===== src/rtl/irqc_pkg.sv =====
package irqc_pkg;

    localparam int BUS_W  = 32;
    localparam int ADDR_W = 5;
    localparam int IDX_W  = 5;

    // Word slot decoded from byte offset bits [4:2]
    typedef enum logic [2:0] {
        SLOT_STAT = 3'd0,
        SLOT_PEND = 3'd1,
        SLOT_ENAB = 3'd2,
        SLOT_ACK  = 3'd3,
        SLOT_SETE = 3'd4,
        SLOT_CLRE = 3'd5,
        SLOT_VECT = 3'd6,
        SLOT_MCTL = 3'd7
    } slot_e;

    typedef struct packed {
        logic hie;   // hardware enable, sticky
        logic me;    // master enable
    } mctl_t;

    typedef struct packed {
        logic                   found;
        logic [IDX_W-1:0]       idx;
    } vec_t;

    function automatic slot_e decode_slot(input logic [ADDR_W-1:0] addr);
        return slot_e'(addr[4:2]);
    endfunction

    function automatic logic [BUS_W-1:0] vec_word(input vec_t v);
        logic [BUS_W-1:0] w;
        w = '1;
        if (v.found) begin
            w = '0;
            w[IDX_W-1:0] = v.idx;
        end
        return w;
    endfunction

endpackage


===== src/rtl/irqc_sync_stage.sv =====
module irqc_sync_stage #(
    parameter int W = 8
) (
    input  logic         clk,
    input  logic         rst,
    input  logic [W-1:0] d,
    output logic [W-1:0] q
);
    logic [W-1:0] meta_q;
    logic [W-1:0] sync_q;

    always_ff @(posedge clk) begin
        if (rst) begin
            meta_q <= '0;
            sync_q <= '0;
        end else begin
            meta_q <= d;
            sync_q <= meta_q;
        end
    end

    assign q = sync_q;
endmodule


===== src/rtl/irqc_src_detect.sv =====
module irqc_src_detect #(
    parameter int          N_IN      = 8,
    parameter logic [31:0] EDGE_MASK = 32'h0000_000F
) (
    input  logic            clk,
    input  logic            rst,
    input  logic [N_IN-1:0] lvl,
    output logic [N_IN-1:0] hit
);
    genvar i;
    generate
        for (i = 0; i < N_IN; i++) begin : g_src
            if (EDGE_MASK[i]) begin : g_edge
                logic prev_q;
                always_ff @(posedge clk) begin
                    if (rst) prev_q <= 1'b0;
                    else     prev_q <= lvl[i];
                end
                assign hit[i] = lvl[i] & ~prev_q;

                AST_EDGE_ONE_SHOT: assert property (@(posedge clk) disable iff (rst)
                    hit[i] |=> !hit[i]);
            end else begin : g_level
                assign hit[i] = lvl[i];
            end
        end
    endgenerate
endmodule


===== src/rtl/irqc_prio_enc.sv =====
module irqc_prio_enc
    import irqc_pkg::*;
#(
    parameter int N_IN = 8
) (
    input  logic [N_IN-1:0] req,
    output vec_t            vec
);
    always_comb begin
        vec = '0;
        for (int k = N_IN - 1; k >= 0; k--) begin
            if (req[k]) begin
                vec.found = 1'b1;
                vec.idx   = IDX_W'(k);
            end
        end
    end
endmodule


===== src/rtl/vec_irq_ctrl.sv =====
module vec_irq_ctrl
    import irqc_pkg::*;
#(
    parameter int          N_IN      = 8,
    parameter logic [31:0] EDGE_MASK = 32'h0000_000F
) (
    input  logic              clk,
    input  logic              rst,
    input  logic [N_IN-1:0]   irq_in,
    input  logic              bus_valid,
    input  logic              bus_write,
    input  logic [ADDR_W-1:0] bus_addr,
    input  logic [BUS_W-1:0]  bus_wdata,
    output logic              bus_ready,
    output logic [BUS_W-1:0]  bus_rdata,
    output logic              irq_out
);
    localparam logic [31:0] LINE_BITS =
        (N_IN >= 32) ? 32'hFFFF_FFFF : ((32'd1 << N_IN) - 32'd1);

    generate
        if (N_IN < 1 || N_IN > 32) begin : g_bad_count
            $error("vec_irq_ctrl: N_IN must be 1..32");
        end
        if ((EDGE_MASK & ~LINE_BITS) != 32'd0) begin : g_bad_kind
            $error("vec_irq_ctrl: EDGE_MASK has bits above N_IN");
        end
    endgenerate

    // Line front end
    logic [N_IN-1:0] in_sync;
    logic [N_IN-1:0] hit;

    irqc_sync_stage #(.W(N_IN)) i_sync (
        .clk (clk),
        .rst (rst),
        .d   (irq_in),
        .q   (in_sync)
    );

    irqc_src_detect #(.N_IN(N_IN), .EDGE_MASK(EDGE_MASK)) i_detect (
        .clk (clk),
        .rst (rst),
        .lvl (in_sync),
        .hit (hit)
    );

    // Register state
    logic [N_IN-1:0]  status_q;
    logic [N_IN-1:0]  enable_q;
    mctl_t            mctl_q;
    logic             ready_q;
    logic [BUS_W-1:0] rdata_q;
    logic             irq_q;

    // Access decode
    logic            accept;
    slot_e           slot;
    logic [N_IN-1:0] wmask;
    logic            wr_stat, wr_enab, wr_ack, wr_sete, wr_clre, wr_mctl;

    assign accept  = bus_valid & ~ready_q;
    assign slot    = decode_slot(bus_addr);
    assign wmask   = bus_wdata[N_IN-1:0];
    assign wr_stat = accept & bus_write & (slot == SLOT_STAT);
    assign wr_enab = accept & bus_write & (slot == SLOT_ENAB);
    assign wr_ack  = accept & bus_write & (slot == SLOT_ACK);
    assign wr_sete = accept & bus_write & (slot == SLOT_SETE);
    assign wr_clre = accept & bus_write & (slot == SLOT_CLRE);
    assign wr_mctl = accept & bus_write & (slot == SLOT_MCTL);

    // Pending and vector
    logic [N_IN-1:0] pend;
    vec_t            vec;

    assign pend = status_q & enable_q;

    irqc_prio_enc #(.N_IN(N_IN)) i_prio (
        .req (pend),
        .vec (vec)
    );

    // Status next state: hits win over acknowledge
    logic [N_IN-1:0] stat_clr, stat_sw, status_d;

    always_comb begin
        stat_clr = wr_ack ? wmask : '0;
        stat_sw  = (wr_stat && !mctl_q.hie) ? wmask : '0;
        status_d = (status_q & ~stat_clr) | stat_sw | hit;
    end

    // Enable next state
    logic [N_IN-1:0] enable_d;

    always_comb begin
        enable_d = enable_q;
        if (wr_enab)      enable_d = wmask;
        else if (wr_sete) enable_d = enable_q | wmask;
        else if (wr_clre) enable_d = enable_q & ~wmask;
    end

    // Read mux
    logic [BUS_W-1:0] stat_w, pend_w, enab_w, mctl_w, rd_mux;

    always_comb begin
        stat_w = '0;
        pend_w = '0;
        enab_w = '0;
        mctl_w = '0;
        stat_w[N_IN-1:0] = status_q;
        pend_w[N_IN-1:0] = pend;
        enab_w[N_IN-1:0] = enable_q;
        mctl_w[1:0]      = mctl_q;
        unique case (slot)
            SLOT_STAT: rd_mux = stat_w;
            SLOT_PEND: rd_mux = pend_w;
            SLOT_ENAB: rd_mux = enab_w;
            SLOT_VECT: rd_mux = vec_word(vec);
            SLOT_MCTL: rd_mux = mctl_w;
            default:   rd_mux = '0;
        endcase
    end

    always_ff @(posedge clk) begin
        if (rst) begin
            status_q <= '0;
            enable_q <= '0;
            mctl_q   <= '0;
            ready_q  <= 1'b0;
            rdata_q  <= '0;
            irq_q    <= 1'b0;
        end else begin
            status_q <= status_d;
            enable_q <= enable_d;
            if (wr_mctl) begin
                mctl_q.me  <= bus_wdata[0];
                mctl_q.hie <= mctl_q.hie | bus_wdata[1];
            end
            ready_q <= accept;
            if (accept && !bus_write) rdata_q <= rd_mux;
            else if (accept)          rdata_q <= '0;
            irq_q <= mctl_q.me & mctl_q.hie & (|pend);
        end
    end

    assign bus_ready = ready_q;
    assign bus_rdata = rdata_q;
    assign irq_out   = irq_q;

    // Assertions
    AST_MASTER_GATE: assert property (@(posedge clk) disable iff (rst)
        !(mctl_q.me && mctl_q.hie) |=> !irq_out);
    AST_NO_PEND_NO_IRQ: assert property (@(posedge clk) disable iff (rst)
        (pend == '0) |=> !irq_out);
    AST_HIE_STICKY: assert property (@(posedge clk) disable iff (rst)
        mctl_q.hie |=> mctl_q.hie);
    AST_SW_LOCKED: assert property (@(posedge clk) disable iff (rst)
        mctl_q.hie |=> ((status_q & ~$past(status_q) & ~$past(hit)) == '0));
    AST_ACK_CLEARS: assert property (@(posedge clk) disable iff (rst)
        wr_ack |=> ((status_q & $past(wmask & ~hit)) == '0));
    AST_HIT_SETS: assert property (@(posedge clk) disable iff (rst)
        (hit != '0) |=> ((status_q & $past(hit)) == $past(hit)));
    AST_SET_ALIAS: assert property (@(posedge clk) disable iff (rst)
        wr_sete |=> ((enable_q & $past(wmask)) == $past(wmask)));
    AST_READY_PULSE: assert property (@(posedge clk) disable iff (rst)
        bus_ready |=> !bus_ready);
    AST_VEC_PENDING: assert property (@(posedge clk) disable iff (rst)
        vec.found |-> pend[vec.idx]);
endmodule


===== config.mk =====
export PLATFORM = sky130hd
export DESIGN_NAME = vec_irq_ctrl
export DESIGN_NICKNAME = d
export VERILOG_FILES = /design/src/rtl/irqc_pkg.sv /design/src/rtl/irqc_sync_stage.sv /design/src/rtl/irqc_src_detect.sv /design/src/rtl/irqc_prio_enc.sv /design/src/rtl/vec_irq_ctrl.sv
export SDC_FILE = /design/constraint.sdc
export NUM_CORES = 1
export LEC_CHECK = 0
export ABC_CLOCK_PERIOD_IN_PS = 1750
export BUFFER_PORTS_ARGS = -buffer_cell sky130_fd_sc_hd__buf_2
export CORE_MARGIN = 2
export CORE_UTILIZATION = 35
export DETAILED_ROUTE_END_ITERATION = 10
export PLACE_DENSITY_LB_ADDON = 0.3
export RECOVER_POWER = 25
export SLEW_MARGIN = 15
export SYNTH_ARGS = -nofsm -noshare
export SYNTH_HDL_FRONTEND = slang
export SYNTH_SLANG_ARGS = --single-unit

===== constraint.sdc =====
create_clock -name clk -period 1.75 [get_ports clk]
set_input_delay 0.2625 -clock clk [delete_from_list [all_inputs] [get_ports clk]]
set_output_delay 0.2625 -clock clk [all_outputs]
set_load 0.02 [all_outputs]

==> out/metrics.yaml, run 1 <==
clock_tree:
  post-cts-setup-buffers: 0
  cts.sinks: 49
  cts-hold-fix-buffers: 0
  clkTransAtPathRegs_ns: 0.09
  cts_max_level: 2
  cts_resized: 0
  clk_latency_ns: 0.30
  cts_buffers: 5
  cts_root_buf: "clkbuf_8"
  cts_tree: "yes"
  cts_buffer_depth: 2
drt:
  drc: 0
  num_vias: 1807
  viasPerCell: 4.81
  ant_nets: 0
  post_drt_wl_per_cell_um: 12.0
  first_pass_iters: 4
  drt_iter0_drc: 75
  wl_um: 4510
finish:
  areaGrowthSynthToFinish_pct: 14.4
  drive_gt1_frac: 0.262
  nNetsFinal: 349
  diodes: 0
floorplanning:
  die_h_um: 83.5
  coreArea_um2: 6030
  dieArea_um2: 6970
  die_w_um: 83.5
  boundaryPins: 83
  core.rowCount: 28
  start_util: 0.367
timing:
  max_slew_margin: 0.441
  timing.fmax_mhz: 645
  rsz0062_at_grt: "no"
  worst_slew_pin_slew_ns: 0.838
  fin_crit_ns: 1.55
  setup_viol: 0
  fin_skew_ns: 0.00405
  hold_violations: 0
  maxSlewViolCount: 0
  min_period_over_period: 0.886
  fin_tns_setup_ns: 0
synthesis:
  syn-cell-area_um2: 2210
  synthArstFlopShare: 0
  syn_area_per_cell_um2: 8.48
  yosys-top-cells-count: "dfxtp_1, nand2_1, nor2b_1, nor2_1"
  ys_seq_elements: 49
  synth_edf_count: 0
  syn_inst: 261
  yosysSeqAreaShare: 0.443
  synth_top_area_share: 0.443
  synth_flop_cell: "dfxtp_1"
  synth_fp_nets: 310
  synth_area_leaders: "dfxtp_1, nor2b_1, buf_4"
  synth_most_common_cell: "dfxtp_1"
  yosysTopAreaCell: "dfxtp_1"
  synth.yosys.warnings: 0
  yosysUniqueCellTypes: 36
run:
  drv_cap: 0
global_route:
  grt_overflow: 0
  grt_util_all_layers: 0.134
  grt_pass1_vias: 1672
  grt_pass1_wl_um: 7760
  antenna_found_initial: 0
  grt_max_degree: 26
critical_path:
  cp-start-kind: "flop"
  required_ns: 1.98
  cp.arrival_ns: 1.78
  cp_cell_sequence: "nand3b_1, o21bai_2, nor2_4, nand2_1, a21oi_1"
  r2r_cells: 5
  endpoint_kind: "flop"
  crit_path_top_delay_cell: "o21bai_2"
  path_max_fanout: 9
  max_stage_delay_ns: 0.37
  path_class: "flop to flop"
hold_path:
  hp-class: "primary input to flop"
  holdPathStages: 2
place:
  dpl.hpwl_um: 3340
  gp_congestion: 0.835
  io_buffers: 56
pwr:
  p_int_mw: 1.56
  cellPowerDensity_nw_per_um2: 833
  switching_share: 0.258
  p_leak_nw: 1.02
  p_switching_mw: 0.544
  combPwrFrac: 0.098
  clkPwrFrac: 0.343
  seqPwrFrac: 0.559
  total_power_mw: 2.11
  peakVddDrop_uv: 430
outcome:
  status: "finished, final reports clean"
-- critical path, delay by kind of cell, from the launching register on --
family             cells  cell delay (ns)
AOI/OAI and AO/OA      2             0.51
DFF                    1             0.34
and+or+nand+nor        3             0.62
-- path summary, 6_finish.rpt --
kind	slack, ns	start	to
max	0.20	bus_ready$_SDFF_PP0_	flop
min	0.16	irq_in[3]	i_sync.meta_q[3]$_SDFF_PP0_
max reg2reg	0.20	bus_ready$_SDFF_PP0_	flop
min reg2reg	0.45	i_sync.meta_q[5]$_SDFF_PP0_	i_sync.q[5]$_SDFF_PP0_
-- layout make-up --
class                   instances  area (um^2)
clock buffers                   6         82.6
clock inverters                 2         16.3
fillers                       641         3490
inverters                       6         22.5
multi-input cells             174          998
flip-flops and latches         49          981
well taps                      75         93.8
repair buffers                 64          337
-- cell families (layout without fill, tap and decap cells) --
kind of cell	after synthesis	in the layout	share of synthesized area
simple gates	109	109	0.259
buf+inv	38	78	0.105
flops	49	49	0.443
mux	1	1	0.00453
compound gates	64	64	0.188
-- per-layer routing --
metal | track usage | wire [um] | part of all wire | vias to the layer above
li1 | - | - | - | 948
met2 | 0.212 | 2000 | 0.44 | 55
met4 | 0.0396 | 42 | 0.0093 | 0
met5 | 0 | 0 | 0 | -
met1 | 0.183 | 2210 | 0.49 | 798
met3 | 0.0307 | 258 | 0.057 | 6
-- power by group through the flow --
stage               Sequential (mW)  Clock [mW]  Combinational, mW
finish                         1.18       0.724              0.206
detailed placement             1.20           0              0.208
global route                   1.18       0.797              0.231
CTS                            1.18       0.746              0.209
floorplan                      1.20           0              0.134
global placement               1.20           0              0.205
-- per-stage QoR --
step	utilization	hold slack, ns	cell area, um^2	setup WS, ns	std cells
after global placement	0.404	0.416	2440	0.200	368
after CTS	0.421	0.147	2530	0.184	376
after global routing	0.420	0.154	2530	0.0414	376
final	0.420	0.157	2530	0.200	376
after floorplan	-	0.391	2210	0.339	261
after detailed placement	0.404	0.426	2440	0.201	368
-- layout by cell type, fill, tap and decap left out --
master | netlist | routed
buf_2 | 2 | 55
dfxtp_1 | 49 | 49
nand2_1 | 34 | 34
nor2b_1 | 31 | 31
nor2_1 | 28 | 28
o21ai_0 | 23 | 23
a21oi_1 | 20 | 20
buf_4 | 23 | 7
inv_1 | 6 | 6
clkbuf_8 | 0 | 6
a221oi_1 | 5 | 5
a222oi_1 | 4 | 4
a22oi_1 | 3 | 3
nand3_1 | 3 | 3
nand3b_1 | 2 | 2
nor2_4 | 2 | 2
nand2b_1 | 1 | 1
a22o_1 | 1 | 1
nand4b_1 | 1 | 1
nor4_1 | 1 | 1
nor2_2 | 1 | 1
nor4b_4 | 1 | 1
nor3b_4 | 1 | 1
o21bai_2 | 1 | 1
and3_1 | 1 | 1
mux2i_1 | 1 | 1
a41oi_1 | 1 | 1
and4b_1 | 1 | 1
a211oi_1 | 1 | 1
a32oi_1 | 1 | 1
a32o_1 | 1 | 1
o41ai_1 | 1 | 1
nor3b_1 | 1 | 1
a2111oi_2 | 1 | 1
a221oi_2 | 1 | 1
inv_6 | 0 | 1
clkinvlp_4 | 0 | 1
clkbuf_1 | 6 | 1
clkbuf_2 | 1 | 1
Power figures use the tool's default switching activity.
==> run 2: changes to the inputs <==
Settings changed: ABC_CLOCK_PERIOD_IN_PS 1750 to 1800.
Clock period 1.75 ns to 1.8 ns, I/O delays scaled along.
==> out/metrics.yaml, run 2 (same netlist as run 1, synthesis figures left out) <==
outcome:
  status: "finished, final reports clean"
clock_tree:
  post-cts-setup-buffers: 0
  cts_buffer_depth: 2
  clk_latency_ns: 0.31
  cts_resized: 0
  cts_buffers: 5
  cts.sinks: 49
  cts_tree: "yes"
  clkTransAtPathRegs_ns: 0.10
  cts_root_buf: "clkbuf_8"
  cts-hold-fix-buffers: 0
  cts_max_level: 2
floorplanning:
  die_w_um: 83.5
  core.rowCount: 28
  die_h_um: 83.5
  dieArea_um2: 6970
  start_util: 0.367
  coreArea_um2: 6030
  boundaryPins: 83
critical_path:
  cp.arrival_ns: 1.81
  timing.critical_path.from: "bus_ready$_SDFF_PP0_"
  required_ns: 2.05
  path_max_fanout: 9
  r2r-start: "bus_ready$_SDFF_PP0_"
  path_class: "flop to flop"
  reg2reg_slack_ns: 0.24
  endpoint_kind: "flop"
  cp-start-kind: "flop"
  r2r_cells: 5
drt:
  first_pass_iters: 4
  drt_iter0_drc: 92
  post_drt_wl_per_cell_um: 12.2
  drc: 0
  ant_nets: 0
  num_vias: 1821
  viasPerCell: 4.84
  wl_um: 4600
pwr:
  cellPowerDensity_nw_per_um2: 813
  peakVddDrop_uv: 433
  p_leak_nw: 1.02
timing:
  fin_ws_ns: 0.238
  worst_slew_pin_slew_ns: 0.848
  min_period_over_period: 0.868
  hold_violations: 0
  fin_crit_ns: 1.56
  fin_skew_ns: 0.00646
  max_slew_margin: 0.435
  maxSlewViolCount: 0
  rsz0062_at_grt: "no"
  timing.fmax_mhz: 640
  setup_viol: 0
  fin_tns_setup_ns: 0
finish:
  fill_cells: 623
  drive_gt1_frac: 0.262
  diodes: 0
  nNetsFinal: 349
  multi_input_area_um2: 998
  regArea_um2: 981
  areaGrowthSynthToFinish_pct: 14.4
  layout_commonest_cell: "buf_2"
  layout_common_cells: "buf_2, dfxtp_1, nand2_1"
place:
  dpl.hpwl_um: 3350
  pre_cts_slack_ns: 0.222
  gp_congestion: 0.777
  io_buffers: 56
hold_path:
  hp-class: "primary input to flop"
  holdPathStages: 2
run:
  drv_cap: 0
global_route:
  grt_overflow: 0
  grt_pass1_wl_um: 7610
  grt_max_degree: 26
  grt_util_all_layers: 0.133
  grt_pass1_vias: 1630
  antenna_found_initial: 0
-- run 2: how the worst min path moves through the flow --
stage                                      from                     endpoint  slack (ns)
floorplan                             irq_in[0]  i_sync.meta_q[0]$_SDFF_PP0_        0.40
global placement    i_sync.meta_q[1]$_SDFF_PP0_       i_sync.q[1]$_SDFF_PP0_        0.42
detailed placement  i_sync.meta_q[0]$_SDFF_PP0_       i_sync.q[0]$_SDFF_PP0_        0.42
CTS                                   irq_in[7]  i_sync.meta_q[7]$_SDFF_PP0_        0.15
global route                          irq_in[5]  i_sync.meta_q[5]$_SDFF_PP0_        0.15
finish                                irq_in[7]  i_sync.meta_q[7]$_SDFF_PP0_        0.15
-- run 2: layout make-up --
type / count / area share
Clock buffer: 5 / 0.0272
Clock inverter: 3 / 0.0114
Tap cell: 75 / 0.0371
Timing Repair Buffer: 64 / 0.133
Inverter: 6 / 0.00890
Multi-Input combinational cell: 174 / 0.395
Sequential cell: 49 / 0.388
-- run 2: critical path, stage by stage, from the launching register on --
cell and delay (ns):
dfxtp_1 0.34, nand3b_1 0.33, o21bai_2 0.38, nor2_4 0.22, nand2_1 0.09, a21oi_1 0.14
-- run 2: routing by layer --
metal | global-route usage | share of wire | up-vias
li1 | - | - | 950
met1 | 0.179 | 0.49 | 800
met2 | 0.209 | 0.43 | 62
met3 | 0.0317 | 0.055 | 9
met4 | 0.0484 | 0.019 | 0
met5 | 0 | 0 | -
-- run 2: report_power, final --
| part | switching, mW | internal (mW) |
|---|---|---|
| Clock | 0.418 | 0.291 |
| Combinational | 0.118 | 0.0835 |
| Sequential | 0.0250 | 1.12 |
-- run 2: metrics by stage --
stage / area, um^2 / hold WS, ns / utilization / power, mW / instances
global route: 2530 / 0.151 / 0.420 / 2.15 / 376
finish: 2530 / 0.152 / 0.420 / 2.06 / 376
CTS: 2530 / 0.148 / 0.420 / 2.07 / 376
detailed placement: 2440 / 0.421 / 0.404 / 1.37 / 368
floorplan: 2210 / 0.398 / - / 1.30 / 261
global placement: 2440 / 0.416 / 0.404 / 1.37 / 368
